### src/rtl/dbc_pkg.sv
package dbc_pkg;
    // Default parameter values shared by the debounce block.
    localparam int DBC_NCH       = 32;
    localparam int DBC_DIV_W     = 17;
    localparam int DBC_DIV_RST   = 199;
    localparam int DBC_STABLE    = 4;
    localparam int DBC_SYNC      = 2;

    // Strobes counted before acceptance: two per debounce period plus one
    // to absorb the unknown phase of the input change.
    function automatic int accept_strobes(input int stable_periods);
        return 2 * stable_periods + 1;
    endfunction
endpackage

### src/rtl/dbc_sync.sv
module dbc_sync #(
    parameter int W      = 32,
    parameter int STAGES = 2
) (
    input  logic         clk,
    input  logic         rst_n,
    input  logic [W-1:0] d_i,
    output logic [W-1:0] q_o
);
    logic [STAGES-1:0][W-1:0] stg_d, stg_q;

    always_comb begin
        stg_d[0] = d_i;
        for (int i = 1; i < STAGES; i++) begin
            stg_d[i] = stg_q[i-1];
        end
    end

    always_ff @(posedge clk or negedge rst_n) begin
        if (!rst_n) stg_q <= '0;
        else        stg_q <= stg_d;
    end

    assign q_o = stg_q[STAGES-1];
endmodule

### src/rtl/dbc_tick_gen.sv
module dbc_tick_gen #(
    parameter int DIV_W   = 17,
    parameter int DIV_RST = 199
) (
    input  logic             clk,
    input  logic             rst_n,
    input  logic             wr_i,
    input  logic [DIV_W-1:0] wdata_i,
    output logic             strobe_o
);
    typedef struct packed {
        logic [DIV_W-1:0] cnt;
        logic [DIV_W-1:0] act;
        logic [DIV_W-1:0] pend;
    } tick_st_t;

    tick_st_t st_d, st_q;

    assign strobe_o = (st_q.cnt == st_q.act);

    always_comb begin
        st_d = st_q;
        if (wr_i) st_d.pend = wdata_i;
        if (strobe_o) begin
            st_d.cnt = '0;
            st_d.act = st_q.pend;
        end else begin
            st_d.cnt = st_q.cnt + DIV_W'(1);
        end
    end

    always_ff @(posedge clk or negedge rst_n) begin
        if (!rst_n) begin
            st_q.cnt  <= '0;
            st_q.act  <= DIV_W'(DIV_RST);
            st_q.pend <= DIV_W'(DIV_RST);
        end else begin
            st_q <= st_d;
        end
    end

    assert_act_on_boundary_R8: assert property (@(posedge clk) disable iff (!rst_n)
        (st_q.act != $past(st_q.act)) |-> $past(strobe_o));
    assert_cnt_in_range_R8: assert property (@(posedge clk) disable iff (!rst_n)
        st_q.cnt <= st_q.act);
    assert_pend_capture_R8: assert property (@(posedge clk) disable iff (!rst_n)
        wr_i |=> (st_q.pend == $past(wdata_i)));
endmodule

### src/rtl/dbc_channel.sv
module dbc_channel #(
    parameter int THRESH = 9,
    parameter int CNT_W  = 4
) (
    input  logic clk,
    input  logic rst_n,
    input  logic sync_i,
    input  logic strobe_i,
    output logic level_o
);
    typedef struct packed {
        logic             lvl;
        logic [CNT_W-1:0] cnt;
    } ch_st_t;

    ch_st_t st_d, st_q;

    always_comb begin
        st_d = st_q;
        if (sync_i == st_q.lvl) begin
            st_d.cnt = '0;
        end else if (strobe_i) begin
            if (st_q.cnt == CNT_W'(THRESH - 1)) begin
                st_d.lvl = sync_i;
                st_d.cnt = '0;
            end else begin
                st_d.cnt = st_q.cnt + CNT_W'(1);
            end
        end
    end

    always_ff @(posedge clk or negedge rst_n) begin
        if (!rst_n) st_q <= '0;
        else        st_q <= st_d;
    end

    assign level_o = st_q.lvl;

    assert_flip_on_strobe_R4: assert property (@(posedge clk) disable iff (!rst_n)
        (st_q.lvl != $past(st_q.lvl)) |-> $past(strobe_i));
    assert_flip_needs_mismatch_R2: assert property (@(posedge clk) disable iff (!rst_n)
        (st_q.lvl != $past(st_q.lvl)) |-> $past(sync_i != st_q.lvl));
    assert_match_clears_R6: assert property (@(posedge clk) disable iff (!rst_n)
        (sync_i == st_q.lvl) |=> (st_q.cnt == '0));
endmodule

### src/rtl/group_debounce.sv
module group_debounce
    import dbc_pkg::*;
#(
    parameter int NCH       = DBC_NCH,
    parameter int DIV_W     = DBC_DIV_W,
    parameter int DIV_RST   = DBC_DIV_RST,
    parameter int STABLE    = DBC_STABLE,
    parameter int SYNC_STGS = DBC_SYNC
) (
    input  logic             clk,
    input  logic             rst_n,
    input  logic [NCH-1:0]   raw_in,
    input  logic             div_wr,
    input  logic [DIV_W-1:0] div_wdata,
    output logic [NCH-1:0]   clean_out
);
    localparam int THRESH = accept_strobes(STABLE);
    localparam int CNT_W  = $clog2(THRESH + 1);

    logic [NCH-1:0] sync_q;
    logic           strobe;

    dbc_sync #(.W(NCH), .STAGES(SYNC_STGS)) sync_i (
        .clk   (clk),
        .rst_n (rst_n),
        .d_i   (raw_in),
        .q_o   (sync_q)
    );

    dbc_tick_gen #(.DIV_W(DIV_W), .DIV_RST(DIV_RST)) tick_i (
        .clk      (clk),
        .rst_n    (rst_n),
        .wr_i     (div_wr),
        .wdata_i  (div_wdata),
        .strobe_o (strobe)
    );

    for (genvar g = 0; g < NCH; g++) begin : g_ch
        dbc_channel #(.THRESH(THRESH), .CNT_W(CNT_W)) ch_i (
            .clk      (clk),
            .rst_n    (rst_n),
            .sync_i   (sync_q[g]),
            .strobe_i (strobe),
            .level_o  (clean_out[g])
        );
    end
endmodule

### config.mk
export PLATFORM = sky130hd
export DESIGN_NAME = group_debounce
export DESIGN_NICKNAME = d
export VERILOG_FILES = /design/src/rtl/dbc_pkg.sv /design/src/rtl/dbc_sync.sv /design/src/rtl/dbc_tick_gen.sv /design/src/rtl/dbc_channel.sv /design/src/rtl/group_debounce.sv
export SDC_FILE = /design/constraint.sdc
export NUM_CORES = 1
export LEC_CHECK = 0
export BUFFER_PORTS_ARGS = -buffer_cell sky130_fd_sc_hd__buf_2
export CAP_MARGIN = 20
export CORE_ASPECT_RATIO = 1.25
export CORE_MARGIN = 3
export CORE_UTILIZATION = 45
export CTS_CLUSTER_DIAMETER = 200
export DETAILED_ROUTE_END_ITERATION = 8
export HOLD_SLACK_MARGIN = 0.03
export SLEW_MARGIN = 20
export SYNTH_ARGS = -nofsm -noshare
export SYNTH_HDL_FRONTEND = slang
export SYNTH_SLANG_ARGS = --single-unit
### constraint.sdc
create_clock -name clk -period 5.1 [get_ports clk]
set_clock_uncertainty 0.15 [all_clocks]
set_input_delay 1.02 -clock clk [delete_from_list [all_inputs] [get_ports clk]]
set_output_delay 1.02 -clock clk [all_outputs]
set_load 0.02 [all_outputs]
==> results.md <==
* Outcome: completed
* # diodes at 0
* Yosys reg bits at 275
* Ys flop type: dfrtp_1
* Detailed Routing Iterations Pass 1 at 5
* Number of flops mapped to enable cells by yosys at 0
* RR Startpoint: tick_i.st_q[17]
* Combinational Power Share at about a tenth
* Post-CTS Setup Bufs at 0
* Worst Hold Class: flop to flop
* Number of global-route vias before repair at ~9.8k
* Antenna violations before repair at 0
* Psw at about 1.3 mW
* Hold Startpoint: sync_i.stg_d[61]
* Fmax at around 320 MHz
* Crit Path Class: flop to flop
* Initial Util at between 40% and 50%
* Cell area after synthesis at 13600 µm²
* Switching part of the total at between 20% and 30%
* Die Ht at around 200 µm
* Yosys warns at 0
* DR WL/cell at 16.4 µm
* Clk sinks at 275
* Max Slew Vio Count at 0
* Core footprint at 29500 µm²
* First-pass GRT wire length at ~48000 µm
* Max-cap viol count at 0
* Die ar. at between 30000 and 40000 µm²
* Post_cts resized at 0
* Endpoints failing hold at 0
* Seq pwr share at between 40% and 50%
* Setup violators final at 0
* Pwr Density at 329 nW/µm²
* CTS tree: done
* Relative max-transition margin at around a third
* HPWL after DPL at approximately 17000 µm
* Antenna violation net count after detailed routing at 0
* CP Max Fanout at just under 80
* Clk_lat worst skew at ~0.55 ns
* Avg Inst Size Synth at roughly 11 µm²
* Clock Tree Buf Depth at 3
* Required time worst endpoint at approximately 5.4 ns
* Fillers at around 2.7k
* Total wire length at 28200 µm
* Num CTS Buffers at 29
* WP data arrival at between 3 and 4 ns
* CP startpoint: tick_i.st_q[17]
* Final setup TNS at 0 ns
* Clk root buf: clkbuf_16
* Fraction of layout cells with a size suffix above 1 at between 15 and 20%
* Pleak at ~6.6 nW
* Final net count at 1417
* Port Buf Inserts at between 80 and 90
* Unique masters post-synth at 37
* DRT iter0 DRCs at about 440
* Vias per cell at 5.55
* P_int at 3.65 mW
* Post-Synthesis Cells at 1268
* Chip width at 161 µm
* Worst reg2reg setup slack at ~2 ns
* Cell Rows at 70
* RSZ-0062 raised after global routing: no
* Vias at ~9.5k
* Gpl congestion at 0.785
* Fin crit share at between 60% and 70%
* Worst Tran Pin Value at 1.03 ns
* # DRC at 0
* Clock transition at the registers of the reported paths at roughly 0.060 ns
* Area Overhead vs Synth at 11.1%
* Pin count of the biggest net entering global routing at about 130
* Clock group share of total power at a little over two fifths
* Syn Nets at between 1k and 1.5k
* Global route total overflow at 0
* Worst Setup Start Kind: flop
* Asr flop ratio synth at between 90% and 100%
* Critical Path End Type: flop
* Post-route minimum period at a little over 3 ns
* Post-CTS Hold Buffers at 0
* Post-synthesis sequential area ratio at 50.8%
* IR drop worst, VDD at around 0.00026 V
* Hold slack at 0.194 ns
* Gr usage total at between 10% and 20%
* # H-tree levels at 1
* IO Count at 84
-- final cells by class --
class | count | area [µm²] | area share [%]
multi-input combinational | 785 | 5770 | 38.3
clock inverter | 9 | 95.1 | 0.631
inverter | 114 | 428 | 2.84
clock buffer | 44 | 842 | 5.59
timing repair buffer | 95 | 541 | 3.59
tap | 396 | 495 | 3.29
sequential | 275 | 6890 | 45.8
-- placed cells by master (no fill, tap or decap), types with 3 or more instances in the layout --
cell type | Yosys | layout
dfrtp_1 | 265 | 265
inv_1 | 114 | 114
buf_2 | 21 | 82
o31ai_1 | 71 | 71
nand3_1 | 71 | 70
a21oi_1 | 66 | 66
ha_1 | 65 | 65
nand4_1 | 62 | 62
mux2_2 | 59 | 59
xor2_1 | 51 | 51
xnor2_1 | 41 | 41
nor3_1 | 37 | 37
nand2_1 | 36 | 35
nand3b_1 | 33 | 33
o211ai_1 | 33 | 33
o21ai_0 | 33 | 33
clkbuf_16 | 0 | 29
a31oi_1 | 18 | 18
nor4_1 | 18 | 18
o21a_1 | 18 | 18
nor2_1 | 19 | 17
and2_1 | 14 | 14
or4_1 | 13 | 13
buf_4 | 34 | 10
dfstp_2 | 10 | 10
clkbuf_1 | 32 | 9
mux2_1 | 7 | 7
clkinv_2 | 0 | 7
clkbuf_8 | 0 | 6
and3_1 | 4 | 3
o311ai_0 | 3 | 3
o41ai_1 | 3 | 3
-- metal layers --
metal	wire, µm	vias up	track usage, %
li1	-	4569	-
met2	14100	128	31.4
met4	565	0	5.10
met1	12500	4801	22.5
met3	956	35	2.57
met5	0	-	0
-- Yosys cell counts, drive strengths merged (3+ instances only) --
master	number	area share, %
nand2	36	1.0
o41ai	3	0.19
o21ai	33	1.2
nand4	62	2.9
nand3	71	2.6
and3	4	0.18
inv	114	3.2
or4	13	0.72
a21oi	66	2.4
nand3b	33	1.8
mux2	66	5.5
o211ai	33	1.8
o311ai	3	0.19
xnor2	41	2.6
o21a	18	1.0
and2	14	0.65
dfstp	10	1.9
xor2	51	3.3
o31ai	71	3.9
clkbuf	32	0.89
a31oi	18	0.83
nor4	20	1.0
nor3	37	1.4
dfrtp	265	49
buf	62	2.9
ha	65	6.0
nor2	19	0.53
-- registers in the layout (all words and copies together) (netlist names) --
name and count:
sync_i.stg_d 32, g_ch.ch_i.level_o 32, sync_i.q_o 32, tick_i.st_q 51, g_ch.ch_i.st_q 128
-- per-stage QoR --
step | utilization [%] | setup slack (ns) | instance area (µm²) | power [mW] | instances
after floorplan | - | 2.81 | 13600 | 2.72 | 1268
after global placement | 47.9 | 2.04 | 14100 | 2.92 | 1665
after detailed placement | 47.9 | 2.01 | 14100 | 2.92 | 1665
after CTS | 51.0 | 1.98 | 15100 | 5.04 | 1718
after global routing | 51.0 | 1.81 | 15100 | 5.19 | 1718
final | 51.0 | 2.00 | 15100 | 4.95 | 1718
-- power by group through the flow --
stage	combinational, mW	clock, mW	sequential, mW
6_report	0.508	2.08	2.37
5_1_grt	0.561	2.25	2.38
4_1_cts	0.517	2.15	2.37
3_5_place_dp	0.517	0	2.41
3_3_place_gp	0.513	0	2.40
2_1_floorplan	0.336	0	2.38
-- cell families (layout without fill, tap and decap cells) --
group / count (synthesis) / count (layout) / synth area share [%]
AOI/OAI and AO/OA: 247 / 247 / 11.7
xor gates and xnor gates: 92 / 92 / 5.94
adders and majority gates: 65 / 65 / 6.00
buffers and inverters: 208 / 262 / 6.89
DFF: 275 / 275 / 50.8
muxes: 68 / 68 / 5.63
and+or+nand+nor: 313 / 313 / 13.0
-- worst max-delay path: stages (launching register included) --
cell	delay (ns)
dfstp_2	0.53
xor2_1	0.19
nor4_2	0.09
nand3_4	0.08
buf_4	0.69
buf_4	0.71
nor3_1	0.14
mux2_1	0.34
-- worst paths after layout --
| check | endpoint | cells after the start |
|---|---|---|
| hold / removal | sync_i.q_o[29] | 0 |
| setup / recovery | g_ch[12].ch_i.level_o | 7 |
| max in group asynchronous | sync_i.q_o[22] | 2 |
| setup reg to reg | g_ch[12].ch_i.level_o | 7 |
| hold reg to reg | sync_i.q_o[29] | 0 |
| min in group asynchronous | sync_i.q_o[13] | 1 |
No activity file was read; power rests on OpenSTA's default activity.
